===== src/rtl/ptp_timer_pkg.sv =====
package ptp_timer_pkg;
  typedef enum logic [3:0] {
    A_ADDEND   = 4'd0,
    A_PERIOD   = 4'd1,
    A_PRESCALE = 4'd2,
    A_IVAL1    = 4'd3,
    A_IVAL2    = 4'd4,
    A_TIME_LO  = 4'd5,
    A_TIME_HI  = 4'd6,
    A_CTRL     = 4'd7
  } reg_addr_e;

  typedef enum logic [1:0] {
    SRC_EXT_OSC = 2'd0,
    SRC_SYS_CLK = 2'd1,
    SRC_TX_CLK  = 2'd2,
    SRC_RTC     = 2'd3
  } clk_src_e;
endpackage


===== src/rtl/ptp_regfile.sv =====
module ptp_regfile
  import ptp_timer_pkg::*;
#(
  parameter int ADDR_W    = 4,
  parameter int DATA_W    = 32,
  parameter int ACC_W     = 32,
  parameter int TICK_W    = 8,
  parameter int PRSC_W    = 16,
  parameter int IV_W      = 32,
  parameter int NUM_PULSE = 2,
  parameter logic [TICK_W-1:0] RST_PERIOD = 10,
  parameter logic [PRSC_W-1:0] RST_PRSC   = 100,
  parameter logic [IV_W-1:0]   RST_IVAL   = 32'h3B9AC9F6
) (
  input  logic                 clk,
  input  logic                 rst_n,
  input  logic                 wr_en,
  input  logic [ADDR_W-1:0]    wr_addr,
  input  logic [DATA_W-1:0]    wr_data,
  output logic [ACC_W-1:0]     addend,
  output logic [TICK_W-1:0]    period,
  output logic [PRSC_W-1:0]    prescale,
  output logic [IV_W-1:0]      ival [NUM_PULSE],
  output logic [1:0]           clk_sel,
  output logic                 ld_lo,
  output logic                 ld_hi,
  output logic [DATA_W-1:0]    ld_data,
  output logic                 restart
);
  logic hit_ival, hit_time;

  always_comb begin
    hit_ival = 1'b0;
    for (int k = 0; k < NUM_PULSE; k++)
      if (wr_addr == ADDR_W'(int'(A_IVAL1) + k)) hit_ival = 1'b1;
    hit_time = (wr_addr == ADDR_W'(A_TIME_LO)) || (wr_addr == ADDR_W'(A_TIME_HI));
  end

  always_ff @(posedge clk) begin
    if (!rst_n) begin
      addend   <= '0;
      period   <= RST_PERIOD;
      prescale <= RST_PRSC;
      clk_sel  <= SRC_SYS_CLK;
      ld_lo    <= 1'b0;
      ld_hi    <= 1'b0;
      ld_data  <= '0;
      restart  <= 1'b0;
    end else begin
      ld_lo   <= wr_en && (wr_addr == ADDR_W'(A_TIME_LO));
      ld_hi   <= wr_en && (wr_addr == ADDR_W'(A_TIME_HI));
      restart <= wr_en && (hit_ival || hit_time);
      if (wr_en) begin
        ld_data <= wr_data;
        case (wr_addr)
          ADDR_W'(A_ADDEND):   addend   <= wr_data[ACC_W-1:0];
          ADDR_W'(A_PERIOD):   period   <= wr_data[TICK_W-1:0];
          ADDR_W'(A_PRESCALE): prescale <= wr_data[PRSC_W-1:0];
          ADDR_W'(A_CTRL):     clk_sel  <= wr_data[1:0];
          default: ;
        endcase
      end
    end
  end

  for (genvar g = 0; g < NUM_PULSE; g++) begin : g_ival
    always_ff @(posedge clk) begin
      if (!rst_n) ival[g] <= RST_IVAL;
      else if (wr_en && wr_addr == ADDR_W'(int'(A_IVAL1) + g)) ival[g] <= wr_data[IV_W-1:0];
    end
  end

  p_sel_hold_r9: assert property (@(posedge clk) disable iff (!rst_n)
    !(wr_en && wr_addr == ADDR_W'(A_CTRL)) |=> $stable(clk_sel));
  p_unmapped_r10: assert property (@(posedge clk) disable iff (!rst_n)
    (wr_en && wr_addr > ADDR_W'(A_CTRL)) |=> ($stable(addend) && $stable(period) && $stable(prescale)));
endmodule


===== src/rtl/ptp_time_counter.sv =====
module ptp_time_counter #(
  parameter int ACC_W  = 32,
  parameter int TIME_W = 64,
  parameter int TICK_W = 8,
  parameter int DATA_W = 32
) (
  input  logic              clk,
  input  logic              rst_n,
  input  logic [ACC_W-1:0]  addend,
  input  logic [TICK_W-1:0] period,
  input  logic              ld_lo,
  input  logic              ld_hi,
  input  logic [DATA_W-1:0] ld_data,
  output logic              carry,
  output logic [TIME_W-1:0] time_ns
);
  localparam int HI_W = TIME_W - DATA_W;

  logic [ACC_W-1:0] acc;
  logic [ACC_W:0]   sum;

  assign sum   = {1'b0, acc} + {1'b0, addend};
  assign carry = sum[ACC_W];

  always_ff @(posedge clk) begin
    if (!rst_n) acc <= '0;
    else        acc <= sum[ACC_W-1:0];
  end

  always_ff @(posedge clk) begin
    if (!rst_n) begin
      time_ns <= '0;
    end else if (ld_lo || ld_hi) begin
      if (ld_lo) time_ns[DATA_W-1:0]      <= ld_data;
      if (ld_hi) time_ns[TIME_W-1:DATA_W] <= ld_data[HI_W-1:0];
    end else if (carry) begin
      time_ns <= time_ns + TIME_W'(period);
    end
  end

  p_hold_r3: assert property (@(posedge clk) disable iff (!rst_n)
    (!carry && !ld_lo && !ld_hi) |=> $stable(time_ns));
  p_step_r3: assert property (@(posedge clk) disable iff (!rst_n)
    (carry && !ld_lo && !ld_hi) |=> (time_ns - $past(time_ns)) == TIME_W'($past(period)));
  p_load_r4: assert property (@(posedge clk) disable iff (!rst_n)
    ld_lo |=> time_ns[DATA_W-1:0] == $past(ld_data));
endmodule


===== src/rtl/ptp_prescaler.sv =====
module ptp_prescaler #(
  parameter int PRSC_W = 16
) (
  input  logic              clk,
  input  logic              rst_n,
  input  logic              carry,
  input  logic [PRSC_W-1:0] prescale,
  output logic              out_en
);
  logic [PRSC_W-1:0] cnt;
  logic [PRSC_W-1:0] last;
  logic              wrap;

  assign last = (prescale == '0) ? '0 : prescale - 1'b1;
  assign wrap = (cnt >= last);

  always_ff @(posedge clk) begin
    if (!rst_n) begin
      cnt    <= '0;
      out_en <= 1'b0;
    end else begin
      out_en <= carry && wrap;
      if (carry) cnt <= wrap ? '0 : cnt + 1'b1;
    end
  end

  p_oen_after_tick_r5: assert property (@(posedge clk) disable iff (!rst_n)
    out_en |-> $past(carry));
  p_oen_single_r5: assert property (@(posedge clk) disable iff (!rst_n)
    (out_en && prescale > 1 && $stable(prescale)) |=> !out_en);
endmodule


===== src/rtl/ptp_pulse_gen.sv =====
module ptp_pulse_gen #(
  parameter int TICK_W = 8,
  parameter int PRSC_W = 16,
  parameter int IV_W   = 32
) (
  input  logic              clk,
  input  logic              rst_n,
  input  logic              carry,
  input  logic              restart,
  input  logic [TICK_W-1:0] period,
  input  logic [PRSC_W-1:0] prescale,
  input  logic [IV_W-1:0]   ival,
  output logic              pulse
);
  logic [IV_W-1:0]   down;
  logic [PRSC_W-1:0] width;
  logic [PRSC_W-1:0] width_load;
  logic              fire;

  assign fire       = carry && (down < IV_W'(period));
  assign width_load = (prescale == '0) ? PRSC_W'(1) : prescale;
  assign pulse      = (width != '0);

  always_ff @(posedge clk) begin
    if (!rst_n) begin
      down  <= '0;
      width <= '0;
    end else if (restart) begin
      down  <= ival;
      width <= '0;
    end else if (carry) begin
      down  <= fire ? ival : down - IV_W'(period);
      if (fire)            width <= width_load;
      else if (width != 0) width <= width - 1'b1;
    end
  end

  p_rise_on_tick_r6: assert property (@(posedge clk) disable iff (!rst_n)
    $rose(pulse) |-> $past(carry));
  p_reload_r6: assert property (@(posedge clk) disable iff (!rst_n)
    (fire && !restart) |=> down == $past(ival));
  p_fall_on_tick_r7: assert property (@(posedge clk) disable iff (!rst_n)
    (pulse && !carry && !restart) |=> pulse);
  p_restart_clear_r8: assert property (@(posedge clk) disable iff (!rst_n)
    restart |=> !pulse);
endmodule


===== src/rtl/ptp_timer_core.sv =====
module ptp_timer_core
  import ptp_timer_pkg::*;
#(
  parameter int ADDR_W = 4,
  parameter int DATA_W = 32,
  parameter int ACC_W  = 32,
  parameter int TIME_W = 64,
  parameter int TICK_W = 8,
  parameter int PRSC_W = 16,
  parameter int IV_W   = 32
) (
  input  logic              clk,
  input  logic              rst_n,
  input  logic              wr_en,
  input  logic [ADDR_W-1:0] wr_addr,
  input  logic [DATA_W-1:0] wr_data,
  output logic [TIME_W-1:0] time_ns,
  output logic              tick,
  output logic              out_clk_en,
  output logic              pulse1,
  output logic              pulse2,
  output logic [1:0]        clk_sel
);
  localparam int NUM_PULSE = 2;

  logic [ACC_W-1:0]  addend;
  logic [TICK_W-1:0] period;
  logic [PRSC_W-1:0] prescale;
  logic [IV_W-1:0]   ival [NUM_PULSE];
  logic              ld_lo, ld_hi, restart;
  logic [DATA_W-1:0] ld_data;
  logic [NUM_PULSE-1:0] pulses;

  ptp_regfile #(
    .ADDR_W(ADDR_W), .DATA_W(DATA_W), .ACC_W(ACC_W), .TICK_W(TICK_W),
    .PRSC_W(PRSC_W), .IV_W(IV_W), .NUM_PULSE(NUM_PULSE)
  ) u_regs (
    .clk(clk), .rst_n(rst_n), .wr_en(wr_en), .wr_addr(wr_addr), .wr_data(wr_data),
    .addend(addend), .period(period), .prescale(prescale), .ival(ival),
    .clk_sel(clk_sel), .ld_lo(ld_lo), .ld_hi(ld_hi), .ld_data(ld_data),
    .restart(restart)
  );

  ptp_time_counter #(
    .ACC_W(ACC_W), .TIME_W(TIME_W), .TICK_W(TICK_W), .DATA_W(DATA_W)
  ) u_time (
    .clk(clk), .rst_n(rst_n), .addend(addend), .period(period),
    .ld_lo(ld_lo), .ld_hi(ld_hi), .ld_data(ld_data),
    .carry(tick), .time_ns(time_ns)
  );

  ptp_prescaler #(.PRSC_W(PRSC_W)) u_prsc (
    .clk(clk), .rst_n(rst_n), .carry(tick), .prescale(prescale), .out_en(out_clk_en)
  );

  for (genvar g = 0; g < NUM_PULSE; g++) begin : g_pulse
    ptp_pulse_gen #(.TICK_W(TICK_W), .PRSC_W(PRSC_W), .IV_W(IV_W)) u_gen (
      .clk(clk), .rst_n(rst_n), .carry(tick), .restart(restart),
      .period(period), .prescale(prescale), .ival(ival[g]), .pulse(pulses[g])
    );
  end

  assign pulse1 = pulses[0];
  assign pulse2 = pulses[1];

  p_reset_sel_r1: assert property (@(posedge clk)
    $rose(rst_n) |-> clk_sel == SRC_SYS_CLK);
endmodule


===== config.mk =====
export PLATFORM = sky130hd
export DESIGN_NAME = ptp_timer_core
export DESIGN_NICKNAME = d
export VERILOG_FILES = /design/src/rtl/ptp_timer_pkg.sv /design/src/rtl/ptp_regfile.sv /design/src/rtl/ptp_time_counter.sv /design/src/rtl/ptp_prescaler.sv /design/src/rtl/ptp_pulse_gen.sv /design/src/rtl/ptp_timer_core.sv
export SDC_FILE = /design/constraint.sdc
export NUM_CORES = 1
export LEC_CHECK = 0
export BUFFER_PORTS_ARGS = -buffer_cell sky130_fd_sc_hd__buf_2
export CAP_MARGIN = 20
export CORE_ASPECT_RATIO = 1.4
export CORE_MARGIN = 2
export CORE_UTILIZATION = 45
export CTS_BUF_LIST = sky130_fd_sc_hd__clkbuf_16
export DETAILED_ROUTE_END_ITERATION = 12
export PLACE_DENSITY_LB_ADDON = 0.2
export SYNTH_ARGS = -nofsm -noshare
export SYNTH_HDL_FRONTEND = slang
export SYNTH_SLANG_ARGS = --single-unit
export TNS_END_PERCENT = 10

===== constraint.sdc =====
create_clock -name clk -period 8.16 [get_ports clk]
set_input_delay 1.224 -clock clk [delete_from_list [all_inputs] [get_ports clk]]
set_output_delay 1.224 -clock clk [all_outputs]
set_load 0.1 [all_outputs]

==> reports/results.ini <==
[status]
status = finished clean

[synthesis]
ys_seq_area_frac = 0.371
syn_inst = 2520
synthArstFlopShare = 0
synth_edf_count = 0
syn-num-nets = 2640
yosys_warnings = 0
ys_ff_latch = 366
netlist_area_sq_um = 19800
synth_cell_types = 85
avgSynthCellArea_sq_um = 7.85
synth_flop_cell = dfxtp_1

[place]
place_hpwl_um = 44700
dpl_worst_slack_ps = 3770
portBuffers = 108
placed_cell_area_sq_um = 20600
finalWeightedCongestion = 0.909

[sta]
min_period_over_period = 0.611
hold_violations = 0
tns_ps = 0
slew_headroom = 0.291
rsz0062_at_grt = no
fmax_mhz = 201
period_minus_slack_ps = 4980
finalMaxSlewViolations = 0
setup_ws_ps = 3180
whs_ps = 452
finClkSkew_ps = 20.1
finalSetupViolCount = 0
worstMarginPinSlew_ps = 1050

[detailed_routing]
drt_iter0_markers = 1486
ant_nets = 0
drc = 0
finalWirelength_um = 65100
vias = 19055
vias_per_cell = 6.10
wire_per_inst_um = 20.8
firstDrtPassIters = 8

[setup_path]
max_stage_delay_ps = 470
slowest_stage = buf_4
crit_type = reg2out
r2r-start = u_regs.addend[0]
end_kind = output port
crit_start = u_regs.addend[0]
critPathMaxFanout = 40
cp.buffers_inverters = 4
ff2ff_setup_slack_ps = 3980
r2r_end = g_pulse[1].u_gen.down[30]
timing.critical_path.from_type = flop
cp.arrival_ps = 3760
path_cells = ha_1, fa_1, a211oi_1, o31a_1, a211o_1, nand3_2, a21oi_4, buf_4, inv_2, buf_4, buf_2
worstPathRequired_ps = 6940
path_delay_family = buffers and inverters
reg2regPathDepth = 15
worst_path_most_repeated_cell = buf_4

[grt]
grt_usage = 0.280
grt_pass1_vias = 18433
overflow = 0
antenna_found_initial = 2
grt_max_degree = 159
grt_pass1_wl_um = 103000

[die]
ioPinCount = 109
die_w_um = 181
die-height_um = 252
start_util = 0.457
rows = 90
fp.dieArea_sq_um = 45700
coreArea_sq_um = 43200

[clock_network]
cts_tree = yes
clk_pin_slew_ps = 60
post-cts-setup-buffers = 0
numCtsBuffers = 39
cts-root-buf = clkbuf_16
cts-htree-levels = 2
cts.path.max_buffers = 3
cts.sinks = 366
cts.repair.resized = 0
cts-hold-fix-buffers = 0
worstSkewPairLatency_ps = 560

[power]
totalPowerFinal_mw = 4.15
max-vdd-ir-drop_uv = 192
sw_frac_of_total = 0.283
p_per_area_nw_per_um2 = 190
clock_power_share = 0.424
total_leakage_power_nw = 8.55
internal_power_mw = 2.97
p_seq_frac = 0.452
power_switching_mw = 1.18
pwr-share-comb = 0.125

[final_layout]
fin_area_sq_um = 21800
final_nets = 2663
layout_commonest_cell = nand2_1
layout_common_cells = nand2_1, dfxtp_1, nor2_1, a21oi_1, nand3_1
layout-drive-gt1-share = 0.0964
area_delta_synth_final_pct = 10.4

[run]
drv_cap = 0

[min_path]
min_delay_path_depth = 2
holdPathEnd = u_regs.ival[26]
hp-start = u_regs.ival[26]
hp-class = reg2reg

==> tightest hold or removal path, stage by stage (launching register included) <==
cell	delay, ps
dfxtp_1	310
nand2_1	50
a21oi_1	50
==> stage by stage <==
step	utilization	instances
6_report	0.505	3126
5_1_grt	0.505	3126
4_1_cts	0.505	3124
3_5_place_dp	0.476	3053
3_3_place_gp	0.476	3053
2_1_floorplan	-	2520
==> cell families after synthesis <==
logic type,count (synthesis),share of synthesized area
buffers and inverters,198,0.0418
muxes,52,0.0263
xor gates and xnor gates,97,0.0430
AOI/OAI and AO/OA,639,0.207
and+or+nand+nor,1087,0.259
adders and majority gates,81,0.0528
DFF,366,0.371
==> state kept, by name (all words and copies together), names as in the netlist, 2 cells and up <==
signal and cells:
u_time.time_ns 64, u_regs.ld_data 32, u_regs.period 8, u_regs.addend 32, u_prsc.cnt 16, g_pulse.u_gen.down 64, u_regs.ival 64, u_regs.clk_sel 2
u_regs.prescale 16, u_time.acc 32, g_pulse.u_gen.width 32
==> Yosys cell counts (all sizes together) (7+ instances only) <==
library cell  instances  area (sq um)
or3                  22           138
o21ai               119           611
nand4                38           244
xor2                 42           368
o31a                 10          87.6
nor3                 70           360
nand2               425          1600
nand3               115           581
clkbuf              118           443
nor2                239           905
or4                  20           150
a211oi               61           458
buf                  35           214
dfxtp               366          7330
o22ai                15          93.8
nor4                 47           353
a31oi                29           181
a21oi               224          1130
mux2i                52           521
o221a                12           135
o41ai                11          96.3
o211ai               12          90.1
a21o                 28           210
or2                   9          56.3
o21a                 22           165
nor3b                 7          52.6
ha                   77           963
nand2b               16           100
and4                  7          61.3
a311oi                8          70.1
xnor2                55           482
inv                  45           169
and2                 18           113
nor2b                13          81.3
o311ai               14           123
a41oi                 7          61.3
o31ai                11          82.6
a31o                  7          61.3
and3                 24           150
==> metal layers <==
metal / part of all wire / vias to the layer above / GRT usage
met5: 0.00020 / - / 0
met4: 0.047 / 2 / 0.138
met3: 0.054 / 162 / 0.0400
met2: 0.49 / 664 / 0.490
met1: 0.41 / 9120 / 0.336
li1: - / 9107 / -
==> final cells by class <==
class                           instances  area [sq um]
Sequential cell                       366          7330
Tap cell                              552           691
Clock buffer                           40          1000
Multi-Input combinational cell       1956         11600
Timing Repair Buffer                  135           758
Clock inverter                         31           234
Antenna cell                            1          2.50
Inverter                               45           174
Fill cell                            4287         21400
==> how the worst max path moves through the flow <==
stage                 to  slack (ps)  depth (start not counted)
floorplan           tick        4360                         11
global placement    tick        3820                         11
detailed placement  tick        3770                         11
CTS                 tick        3180                         11
global route        tick        3040                         11
finish              tick        3180                         11
==> power by group through the flow <==
stage          logic [mW]  clock network [mW]  registers (mW)
6_report            0.517                1.76            1.87
4_1_cts             0.510                1.79            1.87
3_3_place_gp        0.498                   0            1.91
2_1_floorplan       0.346                   0            1.91
3_5_place_dp        0.506                   0            1.91
5_1_grt             0.558                1.86            1.88
Note: power is estimated with default switching activity, not from simulation.
